==> src/rtl/ccd_lt_pkg.sv <==
package ccd_lt_pkg;
  localparam int TICKS_PER_PIX = 6;
  localparam int TICK_W        = 3;

  typedef enum logic [1:0] {
    RG_DUMMY  = 2'd0,
    RG_BLACK  = 2'd1,
    RG_TIMING = 2'd2,
    RG_ACTIVE = 2'd3
  } region_t;

  typedef enum logic [1:0] {
    SQ_IDLE = 2'd0,
    SQ_STOP = 2'd1,
    SQ_READ = 2'd2
  } seq_state_t;
endpackage

==> src/rtl/ccd_lt_sequencer.sv <==
module ccd_lt_sequencer
  import ccd_lt_pkg::*;
#(
  parameter int N_STOP   = 105,
  parameter int READ_PIX = 1079,
  parameter int PIX_W    = 11
) (
  input  logic                      clk,
  input  logic                      rst,
  input  logic                      enable,
  input  logic                      shift_done,
  output seq_state_t                state,
  output logic [TICK_W-1:0]         tick,
  output logic [PIX_W-1:0]          pix
);
  localparam logic [TICK_W-1:0] TICK_LAST = TICK_W'(TICKS_PER_PIX - 1);
  localparam logic [PIX_W-1:0]  STOP_LAST = PIX_W'(N_STOP - 1);
  localparam logic [PIX_W-1:0]  READ_LAST = PIX_W'(READ_PIX - 1);

  logic seen;
  logic tick_end;

  assign tick_end = (tick == TICK_LAST);

  always_ff @(posedge clk) begin
    if (rst || !enable) begin
      state <= SQ_IDLE;
      tick  <= '0;
      pix   <= '0;
      seen  <= 1'b0;
    end else begin
      case (state)
        SQ_IDLE: begin
          state <= SQ_STOP;
          tick  <= '0;
          pix   <= '0;
          seen  <= 1'b0;
        end
        SQ_STOP: begin
          seen <= seen | shift_done;
          if (tick_end) begin
            tick <= '0;
            if (pix == STOP_LAST) begin
              if (seen || shift_done) begin
                state <= SQ_READ;
                pix   <= '0;
                seen  <= 1'b0;
              end
            end else begin
              pix <= pix + 1'b1;
            end
          end else begin
            tick <= tick + 1'b1;
          end
        end
        SQ_READ: begin
          if (tick_end) begin
            tick <= '0;
            if (pix == READ_LAST) begin
              state <= SQ_STOP;
              pix   <= '0;
            end else begin
              pix <= pix + 1'b1;
            end
          end else begin
            tick <= tick + 1'b1;
          end
        end
        default: state <= SQ_IDLE;
      endcase
    end
  end
endmodule

==> src/rtl/ccd_lt_phase.sv <==
module ccd_lt_phase
  import ccd_lt_pkg::*;
(
  input  logic [TICK_W-1:0] tick,
  output logic [2:0]        creg,
  output logic              rg,
  output logic              sg
);
  localparam int HALF = TICKS_PER_PIX / 2;
  localparam int STEP = TICKS_PER_PIX / 3;

  for (genvar i = 0; i < 3; i++) begin : g_phase
    logic [TICK_W:0] off;
    always_comb begin
      off = {1'b0, tick} + (TICK_W+1)'(TICKS_PER_PIX - STEP * i);
      if (off >= (TICK_W+1)'(TICKS_PER_PIX)) off = off - (TICK_W+1)'(TICKS_PER_PIX);
      creg[i] = (off < (TICK_W+1)'(HALF));
    end
  end

  assign rg = (tick == '0);
  assign sg = (tick >= TICK_W'(HALF));
endmodule

==> src/rtl/ccd_lt_region.sv <==
module ccd_lt_region
  import ccd_lt_pkg::*;
#(
  parameter int N_DUMMY  = 7,
  parameter int N_BLACK  = 20,
  parameter int N_TIMING = 4,
  parameter int N_ACTIVE = 1024,
  parameter int PIX_W    = 11
) (
  input  logic [PIX_W-1:0] pix,
  output region_t          region
);
  localparam int END_DUMMY = N_DUMMY;
  localparam int END_BLK1  = END_DUMMY + N_BLACK;
  localparam int END_TIM1  = END_BLK1 + N_TIMING;
  localparam int END_ACT   = END_TIM1 + N_ACTIVE;
  localparam int END_TIM2  = END_ACT + N_TIMING;

  always_comb begin
    if (pix < PIX_W'(END_DUMMY))     region = RG_DUMMY;
    else if (pix < PIX_W'(END_BLK1)) region = RG_BLACK;
    else if (pix < PIX_W'(END_TIM1)) region = RG_TIMING;
    else if (pix < PIX_W'(END_ACT))  region = RG_ACTIVE;
    else if (pix < PIX_W'(END_TIM2)) region = RG_TIMING;
    else                             region = RG_BLACK;
  end
endmodule

==> src/rtl/ccd_line_timer.sv <==
module ccd_line_timer
  import ccd_lt_pkg::*;
#(
  parameter int N_DUMMY     = 7,
  parameter int N_BLACK     = 20,
  parameter int N_TIMING    = 4,
  parameter int N_ACTIVE    = 1024,
  parameter int N_STOP      = 105,
  parameter int CLAMP_START = 30,
  parameter int CLAMP_LEN   = 30
) (
  input  logic       clk,
  input  logic       rst,
  input  logic       enable,
  input  logic       line_shift_done,
  output logic       line_shift_req,
  output logic       hclk_run,
  output logic       reg_c1,
  output logic       reg_c2,
  output logic       reg_c3,
  output logic       reset_gate,
  output logic       sum_gate,
  output logic       clamp,
  output logic [1:0] pix_region
);
  localparam int READ_PIX = N_DUMMY + 2 * N_BLACK + 2 * N_TIMING + N_ACTIVE;
  localparam int MAX_PIX  = (READ_PIX > N_STOP) ? READ_PIX : N_STOP;
  localparam int PIX_W    = $clog2(MAX_PIX + 1);
  localparam logic [PIX_W-1:0] CL_LO = PIX_W'(CLAMP_START);
  localparam logic [PIX_W-1:0] CL_HI = PIX_W'(CLAMP_START + CLAMP_LEN);

  seq_state_t         state;
  logic [TICK_W-1:0]  tick;
  logic [PIX_W-1:0]   pix;
  logic [2:0]         creg;
  logic               rg_w, sg_w;
  region_t            region;

  ccd_lt_sequencer #(
    .N_STOP  (N_STOP),
    .READ_PIX(READ_PIX),
    .PIX_W   (PIX_W)
  ) u_seq (
    .clk       (clk),
    .rst       (rst),
    .enable    (enable),
    .shift_done(line_shift_done),
    .state     (state),
    .tick      (tick),
    .pix       (pix)
  );

  ccd_lt_phase u_phase (
    .tick(tick),
    .creg(creg),
    .rg  (rg_w),
    .sg  (sg_w)
  );

  ccd_lt_region #(
    .N_DUMMY (N_DUMMY),
    .N_BLACK (N_BLACK),
    .N_TIMING(N_TIMING),
    .N_ACTIVE(N_ACTIVE),
    .PIX_W   (PIX_W)
  ) u_region (
    .pix   (pix),
    .region(region)
  );

  logic in_read, in_stop;
  assign in_read = (state == SQ_READ);
  assign in_stop = (state == SQ_STOP);

  always_ff @(posedge clk) begin
    if (rst || !enable) begin
      line_shift_req <= 1'b0;
      hclk_run       <= 1'b0;
      reg_c1         <= 1'b0;
      reg_c2         <= 1'b0;
      reg_c3         <= 1'b0;
      reset_gate     <= 1'b0;
      sum_gate       <= 1'b0;
      clamp          <= 1'b0;
      pix_region     <= 2'd0;
    end else begin
      line_shift_req <= in_stop && (pix == '0) && (tick == '0);
      hclk_run       <= in_read;
      reg_c1         <= in_read && creg[0];
      reg_c2         <= in_read && creg[1];
      reg_c3         <= in_read && creg[2];
      reset_gate     <= in_read && rg_w;
      sum_gate       <= in_read && sg_w;
      clamp          <= in_stop && (pix >= CL_LO) && (pix < CL_HI);
      pix_region     <= in_read ? region : RG_DUMMY;
    end
  end
endmodule

==> config.mk <==
export PLATFORM = sky130hd
export DESIGN_NAME = ccd_line_timer
export DESIGN_NICKNAME = d
export VERILOG_FILES = /design/src/rtl/ccd_lt_pkg.sv /design/src/rtl/ccd_lt_sequencer.sv /design/src/rtl/ccd_lt_phase.sv /design/src/rtl/ccd_lt_region.sv /design/src/rtl/ccd_line_timer.sv
export SDC_FILE = /design/constraint.sdc
export NUM_CORES = 1
export LEC_CHECK = 0
export BUFFER_PORTS_ARGS = -buffer_cell sky130_fd_sc_hd__buf_2
export CORE_UTILIZATION = 37
export CTS_CLUSTER_DIAMETER = 30
export DETAILED_ROUTE_END_ITERATION = 10
export SYNTH_ARGS = -nofsm -noshare
export SYNTH_HDL_FRONTEND = slang
export SYNTH_SLANG_ARGS = --single-unit
==> constraint.sdc <==
create_clock -name clk -period 3.99 [get_ports clk]
set_clock_uncertainty 0.05 [all_clocks]
set_input_delay 0.5985 -clock clk [delete_from_list [all_inputs] [get_ports clk]]
set_output_delay 0.5985 -clock clk [all_outputs]
set_load 0.01 [all_outputs]
==> impl_metrics.ini <==
[finish]
stdcell_area_um2 = 1770
regArea_um2 = 541
n_antenna_cell = 0
fraction_of_layout_instances_using_a_drive_strength_above_1 = 0.134
fillers = 428
mostFrequentLayoutCell = dfxtp_1
final_net_count = 222
layout.cells.non_filler = 252
flow.area_growth_from_synthesis_pct = 7.59
multi_input_comb_area_um2 = 1000
layout_common_cells = dfxtp_1 (27), nand2_1 (16), inv_1 (15), a21oi_1 (15), ha_1 (15)

[clock_tree]
clkLatencyLatePin_ns = 0.27
max_root_sink_buffers = 2
worst_path_clk_slew_ns = 0.10
postCtsSetupRepairBufs = 0
cts-resized-gates = 0
cts_hold_buf = 0
cts.root.buffer_cell = clkbuf_8
clock_tree_from_tritoncts = done
cts_made_buffers = 3
cts.htree.levels = 1
numClockSinks = 27

[critical_path]
worst_r2r_endpoint = u_seq.pix[8]$_SDFFE_PP0P_
crit-reg2reg-launch = u_seq.state[0]$_SDFFE_PP0P_
slowest_delay_ns = 0.54
setup.worst_path.start_class = flop
path_cells = inv_1 -> ha_1 -> or2_0 -> a21o_1 -> or2_1 -> or4_1 -> o21ai_0
critPathCaptureType = flop
required_ns = 4.15
cp-startpoint = u_seq.state[0]$_SDFFE_PP0P_
r2r_cells = 7
arrival_ns = 2.48
reg2reg_slack_ns = 1.67
cp_top_family = simple AND/OR/NAND/NOR gates
critical-path-slowest-cell = or4_1
critical_path_peak_fanout = 10
crit_buf_inv = 1
critPathKind = reg -> reg

[logic_synthesis]
fraction_of_the_mapped_netlist_area_in_simple_logic_gates = 0.277
synth_compound_gate_area_share = 0.199
synthesis.nets = 213
synth_adder_area_share = 0.114
yosys.area_share.xor_xnor = 0.0106
synth_top_family_by_area = simple AND/OR/NAND/NOR gates
async_reset_ff_frac = 0
synth.mux.area_fraction = 0.00607
yosys-top-cells-area = dfxtp_1 (33%), ha_1 (11%), a21oi_1 (4.6%)
synthFlopType = dfxtp_1
syn_area_um2 = 1650
synth-seq-area-share = 0.328
synth_area_per_cell_um2 = 8.49
ys_ff_latch = 27
number_of_enable_type_register_cells_in_the_synthesized_netlist = 0
synthDistinctLibCells = 51
synth_top_area_share = 0.328
post-synth-top-area-cell = dfxtp_1
yosysWarnings = 0
synthesis.instances = 194

[sta]
setup_violations = 0
finalMaxSlewViolations = 0
worst_slack_ns = 1.67
setup_repair_after_global_routing_missed_its_margin = no
max-slew-margin-rel = 0.487
maxClockFrequency_mhz = 431
worst_slew_pin_slew_ns = 0.769
setup_total_negative_slack_ns = 0
final.period_utilization = 0.582
finalHoldViolations = 0
final.min_clock_period_ns = 2.32

[power]
power_leakage_uw = 0.000675
totalPowerFinal_uw = 508
power.density_nw_per_um2 = 287
ir_worst_vdd_v = 0.000146

[floorplan]
floorplan.initialDensity = 0.398
area_of_the_core_um2 = 4140
fp.dieH_um = 68.7
io-pin-count = 14
rows = 23
fp.dieArea_um2 = 4720
die_x_um = 68.7

[route]
drc = 0
totalWireLength_mm = 3.51
vias_cell = 5.50
count_of_vias_placed_by_the_detailed_router = 1386
drt_iter0_drc = 48
postRouteAntennaNets = 0
routedWlPerCell_um = 13.9
drt-pass1-iter-count = 4

[placed_design]
hpwl_after_dpl_mm = 2.47
placedInstanceArea_um2 = 1720
port_buffers = 13
finalWeightedCongestion = 0.758
dp_worst_setup_slack_ns = 1.71
dpl.cell_count = 248

[global_route]
grt_max_degree = 17
globalRouteOverflowTotal = 0
global_route_usage_over_all_layers = 0.166
grt_antenna_before_repair = 0
first_pass_grt_wire_length_mm = 5.94
via_count_of_the_first_global_routing_pass = 1259

[min_path]
min_path_cells = 2
min-delay-path-class = reg -> reg
worst_min_path_start = u_seq.seen$_SDFFE_PP0P_
worst_hold_path.endpoint = u_seq.seen$_SDFFE_PP0P_

[job]
timing.max_cap.violations = 0

[run_status]
run_status = finished, final reports clean
cell families after synthesis:
kind of cell	count (synthesis)
muxes	1
xor gates and xnor gates	2
adders and majority gates	15
and+or+nand+nor	78
AOI/OAI and AO/OA	47
DFF	27
buffers and inverters	24
cells in the mapped netlist (2+ instances only):
cell,number
nor2b_1,3
and2_1,2
o211ai_1,2
clkbuf_1,5
nand3_1,7
nor2_1,10
nor3_1,5
a21oi_1,15
buf_6,2
o21ai_1,3
and3_1,4
a21o_1,2
a311oi_1,2
buf_2,2
nand2b_1,4
nand3b_1,2
o21ai_0,8
or3_1,3
dfxtp_1,27
or4_1,6
nand4b_1,2
inv_1,15
nor4_1,4
nand4_1,2
o21a_1,2
ha_1,15
nand2_1,16
tightest hold or removal path, delay by kind of cell, from the launching register on:
family          cells  cell delay [ns]
compound gates      2             0.13
flops               1             0.33
worst max path at each step:
stage | end | slack [ns] | depth (start not counted)
final | u_seq.pix[8]$_SDFFE_PP0P_ | 1.67 | 7
after global routing | u_seq.pix[8]$_SDFFE_PP0P_ | 1.54 | 7
after CTS | u_seq.pix[7]$_SDFFE_PP0P_ | 1.69 | 7
after floorplan | u_seq.pix[3]$_SDFFE_PP0P_ | 1.85 | 8
after global placement | u_seq.pix[3]$_SDFFE_PP0P_ | 1.73 | 7
after detailed placement | u_seq.pix[7]$_SDFFE_PP0P_ | 1.71 | 7
metal layers:
metal  track usage  wire length, um
met3        0.0263               80
met4        0.0255               13
met1         0.220             1790
met5             0                0
met2         0.289             1620
state kept, by name, summed over array words and instances, names as in the netlist, 2 cells and up:
register,cells
u_seq.pix,11
u_seq.tick,3
pix_region,2
u_seq.state,2
stage by stage:
step / hold slack (ns) / util
2_1_floorplan: 0.394 / -
3_3_place_gp: 0.417 / 0.416
3_5_place_dp: 0.432 / 0.416
4_1_cts: 0.450 / 0.428
5_1_grt: 0.486 / 0.428
6_report: 0.450 / 0.428
area by class of cell:
class	instances	share of cell area
Inverter	15	0.0318
Clock inverter	1	0.00423
Timing Repair Buffer	13	0.0367
Tap cell	50	0.0353
Sequential cell	27	0.305
Multi-Input combinational cell	143	0.564
Clock buffer	3	0.0233
power breakdown:
part | leakage (uW) | total (uW) | internal (uW) | switching [uW]
Sequential | 0.000218 | 279 | 274 | 5.12
Clock | 0.0000217 | 165 | 70.9 | 94.5
Combinational | 0.000436 | 64.1 | 24.2 | 39.9
Total | 0.000675 | 508 | 369 | 140
(Power assumes the default switching activity.)
